`src/rtl/csPkg.sv`:
```
package csPkg;

  typedef enum logic [1:0] {
    ST_SHUT = 2'd0,
    ST_PWR  = 2'd1,
    ST_CONV = 2'd2
  } csState_e;

  typedef struct packed {
    logic pwrClr;
    logic pwrInc;
    logic convClr;
    logic convInc;
    logic shortCapture;
  } csStrobes_t;

endpackage

```
`src/rtl/csSync.sv`:
```
module csSync #(
  parameter int STAGES = 2
) (
  input  logic clk,
  input  logic rstN,
  input  logic asyncIn,
  output logic syncOut
);
  logic [STAGES-1:0] chain;

  for (genvar i = 0; i < STAGES; i++) begin : g_stage
    if (i == 0) begin : g_first
      always_ff @(posedge clk or negedge rstN)
        if (!rstN) chain[0] <= 1'b0;
        else       chain[0] <= asyncIn;
    end else begin : g_next
      always_ff @(posedge clk or negedge rstN)
        if (!rstN) chain[i] <= 1'b0;
        else       chain[i] <= chain[i-1];
    end
  end

  assign syncOut = chain[STAGES-1];
endmodule

```
`src/rtl/csDatapath.sv`:
```
module csDatapath import csPkg::*; #(
  parameter int PWRUP_CYCLES = 125,
  parameter int CONV_CYCLES  = 250
) (
  input  logic       clk,
  input  logic       rstN,
  input  logic       engineDone,
  input  csStrobes_t strobes,
  output logic       pwrShort,
  output logic       convDue,
  output logic       shortLatched
);
  localparam int PW_W = $clog2(PWRUP_CYCLES + 1);
  localparam int CV_W = $clog2(CONV_CYCLES + 1);
  localparam logic [PW_W-1:0] PW_MAX = PW_W'(PWRUP_CYCLES);
  localparam logic [CV_W-1:0] CV_MAX = CV_W'(CONV_CYCLES);

  logic [PW_W-1:0] pwrCnt;
  logic [CV_W-1:0] convCnt;
  logic            doneSeen;

  // power window: starts at 1 on entry, saturates at the threshold
  always_ff @(posedge clk or negedge rstN) begin
    if (!rstN)                                pwrCnt <= '0;
    else if (strobes.pwrClr)                  pwrCnt <= PW_W'(1);
    else if (strobes.pwrInc && pwrCnt != PW_MAX) pwrCnt <= pwrCnt + PW_W'(1);
  end

  always_ff @(posedge clk or negedge rstN) begin
    if (!rstN) begin
      convCnt  <= '0;
      doneSeen <= 1'b0;
    end else if (strobes.convClr) begin
      convCnt  <= CV_W'(1);
      doneSeen <= 1'b0;
    end else if (strobes.convInc) begin
      if (convCnt != CV_MAX) convCnt <= convCnt + CV_W'(1);
      if (engineDone)        doneSeen <= 1'b1;
    end
  end

  always_ff @(posedge clk or negedge rstN) begin
    if (!rstN)                     shortLatched <= 1'b0;
    else if (strobes.shortCapture) shortLatched <= pwrShort;
  end

  assign pwrShort = (pwrCnt < PW_MAX);
  assign convDue  = (convCnt >= CV_MAX) && (doneSeen || engineDone);

  // power window counter never runs past its threshold
  p_pwr_saturate_r10: assert property (@(posedge clk) disable iff (!rstN)
    pwrCnt <= PW_MAX);

  // conversion counter never runs past its limit
  p_conv_saturate_r4: assert property (@(posedge clk) disable iff (!rstN)
    convCnt <= CV_MAX);
endmodule

```
`src/rtl/csControl.sv`:
```
module csControl import csPkg::*; (
  input  logic       clk,
  input  logic       rstN,
  input  logic       syncIn,
  input  logic       pwrShort,
  input  logic       convDue,
  input  logic       shortLatched,
  output csStrobes_t strobes,
  output csState_e   state,
  output logic       startPulse,
  output logic       resultValid,
  output logic       resultInvalid
);
  logic     syncPrev, riseEdge, fallEdge;
  csState_e nextState;
  logic     startNext, validNext, invalidNext;

  assign riseEdge = syncIn & ~syncPrev;
  assign fallEdge = ~syncIn & syncPrev;

  always_comb begin
    nextState   = state;
    strobes     = '0;
    startNext   = 1'b0;
    validNext   = 1'b0;
    invalidNext = 1'b0;
    unique case (state)
      ST_SHUT: if (riseEdge) begin
        nextState      = ST_PWR;
        strobes.pwrClr = 1'b1;
      end
      ST_PWR: begin
        strobes.pwrInc = 1'b1;
        if (fallEdge) begin
          nextState            = ST_CONV;
          strobes.convClr      = 1'b1;
          strobes.shortCapture = 1'b1;
          startNext            = 1'b1;
        end
      end
      ST_CONV: begin
        strobes.convInc = 1'b1;
        if (convDue) begin
          nextState   = ST_SHUT;
          validNext   = ~shortLatched;
          invalidNext = shortLatched;
        end
      end
      default: nextState = ST_SHUT;
    endcase
  end

  always_ff @(posedge clk or negedge rstN) begin
    if (!rstN) begin
      syncPrev      <= 1'b0;
      state         <= ST_SHUT;
      startPulse    <= 1'b0;
      resultValid   <= 1'b0;
      resultInvalid <= 1'b0;
    end else begin
      syncPrev      <= syncIn;
      state         <= nextState;
      startPulse    <= startNext;
      resultValid   <= validNext;
      resultInvalid <= invalidNext;
    end
  end

  // the start strobe only appears inside a conversion
  p_start_in_conv_r3: assert property (@(posedge clk) disable iff (!rstN)
    startPulse |-> (state == ST_CONV));

  // entering a conversion always comes with the start strobe
  p_conv_entry_r3: assert property (@(posedge clk) disable iff (!rstN)
    $rose(state == ST_CONV) |-> startPulse);

  // leaving a conversion always reports exactly one result flag
  p_end_flag_r4: assert property (@(posedge clk) disable iff (!rstN)
    $fell(state == ST_CONV) |-> (resultValid ^ resultInvalid));

  // valid lasts one clock
  p_valid_one_r5: assert property (@(posedge clk) disable iff (!rstN)
    resultValid |=> !resultValid);

  // valid and invalid are never raised together
  p_flags_excl_r6: assert property (@(posedge clk) disable iff (!rstN)
    !(resultValid && resultInvalid));

  // a result is reported only with the core back in shutdown
  p_result_shut_r4: assert property (@(posedge clk) disable iff (!rstN)
    (resultValid || resultInvalid) |-> (state == ST_SHUT));
endmodule

```
`src/rtl/convStartSeq.sv`:
```
module convStartSeq import csPkg::*; #(
  parameter int PWRUP_CYCLES = 125,
  parameter int CONV_CYCLES  = 250,
  parameter int SYNC_STAGES  = 2
) (
  input  logic clk,
  input  logic rstN,
  input  logic convStartIn,
  input  logic engineDone,
  output logic powerUp,
  output logic holdMode,
  output logic startPulse,
  output logic busy,
  output logic resultValid,
  output logic resultInvalid
);
  logic       syncIn, pwrShort, convDue, shortLatched;
  csStrobes_t strobes;
  csState_e   state;

  csSync #(.STAGES(SYNC_STAGES)) uSync (
    .clk(clk), .rstN(rstN), .asyncIn(convStartIn), .syncOut(syncIn)
  );

  csControl uCtrl (
    .clk(clk), .rstN(rstN), .syncIn(syncIn),
    .pwrShort(pwrShort), .convDue(convDue), .shortLatched(shortLatched),
    .strobes(strobes), .state(state), .startPulse(startPulse),
    .resultValid(resultValid), .resultInvalid(resultInvalid)
  );

  csDatapath #(.PWRUP_CYCLES(PWRUP_CYCLES), .CONV_CYCLES(CONV_CYCLES)) uDp (
    .clk(clk), .rstN(rstN), .engineDone(engineDone), .strobes(strobes),
    .pwrShort(pwrShort), .convDue(convDue), .shortLatched(shortLatched)
  );

  assign powerUp  = (state != ST_SHUT);
  assign holdMode = (state == ST_CONV);
  assign busy     = (state == ST_CONV);
endmodule

```
`config.mk`:
```
export PLATFORM = sky130hd
export DESIGN_NAME = convStartSeq
export DESIGN_NICKNAME = d
export VERILOG_FILES = /design/src/rtl/csPkg.sv /design/src/rtl/csSync.sv /design/src/rtl/csDatapath.sv /design/src/rtl/csControl.sv /design/src/rtl/convStartSeq.sv
export SDC_FILE = /design/constraint.sdc
export NUM_CORES = 1
export LEC_CHECK = 0
export BUFFER_PORTS_ARGS = -buffer_cell sky130_fd_sc_hd__buf_4
export CORE_MARGIN = 2
export CORE_UTILIZATION = 35
export CTS_CLUSTER_DIAMETER = 100
export DETAILED_ROUTE_END_ITERATION = 8
export GPL_TIMING_DRIVEN = 0
export PLACE_DENSITY = 0.55
export SYNTH_ARGS = -nofsm -noshare
export SYNTH_HDL_FRONTEND = slang
export SYNTH_SLANG_ARGS = --single-unit
export TNS_END_PERCENT = 100
```
`constraint.sdc`:
```
create_clock -name clk -period 2.3 [get_ports clk]
set_input_delay 0 -clock clk [delete_from_list [all_inputs] [get_ports clk]]
set_output_delay 0 -clock clk [all_outputs]
set_load 0.02 [all_outputs]
```
==> impl_metrics.sql <==
INSERT INTO impl_metrics (metric_group, metric, value, unit) VALUES
('route', 'top_layer', 'met4', ''),
('sta', 'unrepaired_setup_endpoints_after_global_routing', 'no', ''),
('worst_setup_path', 'ff2ff_path_depth', '5', ''),
('route', 'final_antenna_net_count', '0', ''),
('cells_and_area', 'area_delta_synth_final', '15.4', '%'),
('route', 'dr_wl_met3', '53', 'um'),
('cts', 'number_of_setup_buffers_added_after_cts', '0', ''),
('grt', 'global_route.overflow_total', '0', ''),
('synthesis', 'ys_types', '35', ''),
('sta', 'postLayoutSetupSlackWorst', '0.757', 'ns'),
('grt', 'grt_first_pass_wirelength', '3.78', 'mm'),
('die', 'design.die.area', '3850', 'sq um'),
('synthesis', 'synth_top_cells_by_area', 'sky130_fd_sc_hd__dfrtp_1 53%, sky130_fd_sc_hd__ha_1 4.2%, sky130_fd_sc_hd__nand2_1 3.5%', ''),
('grt', 'global_route.usage.total', '13.6', '%'),
('placed_design', 'dp_hpwl', '1.45', 'mm'),
('cells_and_area', 'fill_cells', '329', ''),
('route', 'wl_per_cell', '11.5', 'um'),
('cts', 'worst_skew_pair.late_latency', '0.32', 'ns'),
('cts', 'clock_tree_from_tritoncts', 'built', ''),
('sta', 'worst_clock_skew', '0.00921', 'ns'),
('power', 'cellLeakagePower', '0.593', 'nW'),
('power', 'finalPower', '0.000661', 'W'),
('worst_setup_path', 'reg2reg_from', 'uCtrl.state[1]', ''),
('cells_and_area', 'layout-drive-gt1-share', '16.4', '%'),
('power', 'power_per_cell_area', '486', 'nW/um^2'),
('cts', 'clock-root-buffer', 'sky130_fd_sc_hd__clkbuf_4', ''),
('synthesis', 'syn_area_per_cell', '10.5', 'sq um'),
('worst_setup_path', 'timing.critical_path.required', '2.52', 'ns'),
('worst_setup_path', 'cp.arrival', '1.76', 'ns'),
('cts', 'numCtsBuffers', '3', ''),
('cts', 'number_of_buffers_on_the_longest_clock_path', '2', ''),
('worst_setup_path', 'timing.setup.critical_path_class', 'reg -> reg', ''),
('cells_and_area', 'layoutNonFillerInstCount', '174', ''),
('synthesis', 'yosys_register_bits', '25', ''),
('cts', 'cts_num_sinks', '25', ''),
('placed_design', 'place.gp.congestion', '0.774', ''),
('synthesis', 'ys_seq_area_share', '53.1', '%'),
('sta', 'totalNegativeSetupSlack', '0', 'ns'),
('placed_design', 'numPlacedInstances', '167', ''),
('synthesis', 'synth-warning-count', '0', ''),
('synthesis', 'yosys.cell_count.top_type', 'sky130_fd_sc_hd__dfrtp_1', ''),
('route', 'wirelength', '2.00', 'mm'),
('worst_setup_path', 'worst_setup_path_end_kind', 'flop', ''),
('sta', 'achievable-frequency', '648', 'MHz'),
('worst_setup_path', 'setup.worst_path.start', 'uCtrl.state[1]', ''),
('worst_setup_path', 'crit_path_max_fanout', '8', ''),
('flow_run', 'drv.max_cap_violation_count', '0', ''),
('die', 'floorplan.initialDensity', '35.9', '%'),
('die', 'std_cell_rows', '21', ''),
('worst_setup_path', 'setup.worst_path.start_class', 'flop', ''),
('power', 'vdd.ir_drop.worst', '0.234', 'mV'),
('route', 'route.detailed.drc', '0', ''),
('die', 'i_o_pins', '10', ''),
('synthesis', 'dominantRegCellSynth', 'sky130_fd_sc_hd__dfrtp_1', ''),
('synthesis', 'synthesis.area', '1180', 'sq um'),
('route', 'route.met2.wl', '875', 'um'),
('hold_path', 'min_delay_path_class', 'in -> async', ''),
('run_status', 'status', 'complete, no violations', ''),
('route', 'drt_pre_antenna_iters', '4', ''),
('grt', 'largest_net_degree_at_the_start_of_global_routing', '26', ''),
('synthesis', 'syn_nets', '120', ''),
('sta', 'maxSlewViolCount', '0', ''),
('cts', 'cts_max_level', '1', ''),
('synthesis', 'synth.top_cells.by_count', '25 x sky130_fd_sc_hd__dfrtp_1, 11 x sky130_fd_sc_hd__nand2_1, 11 x sky130_fd_sc_hd__nor2_1', ''),
('synthesis', 'synth_edf_count', '0', ''),
('grt', 'number_of_antenna_violations_at_the_first_check_in_global_routing', '0', ''),
('cts', 'clk_pin_slew', '0.14', 'ns'),
('cts', 'postCtsResizedCells', '0', ''),
('placed_design', 'dp_slack', '0.745', 'ns'),
('die', 'die_width', '62.0', 'um'),
('route', 'avgViaCountPerCell', '4.93', '');
-- cell usage in the layout (no fill, tap or decap), types with 2 or more instances in the layout --
| cell type | n |
|---|---|
| sky130_fd_sc_hd__nand3b_1 | 2 |
| sky130_fd_sc_hd__inv_1 | 6 |
| sky130_fd_sc_hd__nand2_1 | 11 |
| sky130_fd_sc_hd__nor3_1 | 2 |
| sky130_fd_sc_hd__o31ai_1 | 4 |
| sky130_fd_sc_hd__dfrtp_1 | 25 |
| sky130_fd_sc_hd__dlygate4sd3_1 | 3 |
| sky130_fd_sc_hd__buf_4 | 10 |
| sky130_fd_sc_hd__nor2_1 | 11 |
| sky130_fd_sc_hd__nand3_1 | 3 |
| sky130_fd_sc_hd__a21oi_1 | 4 |
| sky130_fd_sc_hd__mux2i_1 | 2 |
| sky130_fd_sc_hd__nand4_1 | 3 |
| sky130_fd_sc_hd__o21ai_2 | 2 |
| sky130_fd_sc_hd__o21ai_0 | 4 |
| sky130_fd_sc_hd__ha_1 | 4 |
| sky130_fd_sc_hd__xor2_1 | 3 |
| sky130_fd_sc_hd__o211ai_1 | 3 |
| sky130_fd_sc_hd__nor3b_1 | 2 |
| sky130_fd_sc_hd__o41ai_1 | 2 |
| sky130_fd_sc_hd__clkbuf_4 | 3 |
| sky130_fd_sc_hd__and3_1 | 2 |
| sky130_fd_sc_hd__or3_1 | 2 |
-- cell type report --
type	instances	area (sq um)	area share, %
multi-input combinational	77	503	37.0
clock buffer	4	26.3	1.93
inverter	7	26.3	1.93
sequential	25	626	46.0
timing repair buffer	12	97.6	7.18
tap	46	57.6	4.23
buffer	3	23.8	1.75
-- worst max-delay path, stage by stage, from the launching register on --
cell,delay [ns]
sky130_fd_sc_hd__dfrtp_1,0.43
sky130_fd_sc_hd__and2b_1,0.25
sky130_fd_sc_hd__nand3b_1,0.24
sky130_fd_sc_hd__clkinv_1,0.29
sky130_fd_sc_hd__nor2_1,0.15
sky130_fd_sc_hd__mux2i_1,0.09
-- state kept, by name, summed over array words and instances, names as in the netlist --
register,count
uCtrl.startPulse,1
uDp.convCnt,8
uCtrl.resultInvalid,1
uCtrl.syncPrev,1
uSync.chain,1
uCtrl.resultValid,1
uDp.shortLatched,1
uDp.pwrCnt,7
uCtrl.state,2
uDp.doneSeen,1
uSync.syncOut,1
-- power breakdown --
group          internal, W  switching [W]   total, W  leakage (nW)
logic           0.00000797      0.0000101  0.0000181         0.260
clock network    0.0000678       0.000131   0.000199        0.0150
registers         0.000442     0.00000204   0.000444         0.317
-- through the flow --
step / cell area (sq um) / util, % / hold slack [ns]
6_report: 1360 / 41.4 / 0.101
5_1_grt: 1360 / 41.4 / 0.122
4_1_cts: 1360 / 41.4 / 0.108
3_5_place_dp: 1300 / 39.7 / -0.0732
3_3_place_gp: 1300 / 39.7 / -0.0780
2_1_floorplan: 1180 / - / -0.296
-- per-layer routing --
metal	track usage [%]	vias to the layer above
li1	-	429
met1	19.8	415
met2	19.5	11
met3	1.86	2
met4	6.99	0
met5	0	-
-- cell families after synthesis --
family                   Yosys count  share of synthesized area, %
AO/OA/AOI/OAI                     24                          15.2
XOR/XNOR                           4                          2.97
adder cells (fa/ha/maj)            4                          4.25
buffers and inverters             10                          4.25
flip-flops                        25                          53.1
multiplexers                       2                          1.70
AND/OR/NAND/NOR                   43                          18.6
-- worst paths after layout --
check	endpoint	slack [ns]
max in group asynchronous	uDp.pwrCnt[6]	1.95
worst max-delay path	uDp.convCnt[0]	0.76
worst min-delay path	uDp.doneSeen	0.10
worst max register to register	uDp.convCnt[0]	0.76
worst min register to register	uSync.syncOut	0.36
min in group clk	uSync.chain[0]	0.33
Power figures use the tool's default switching activity.
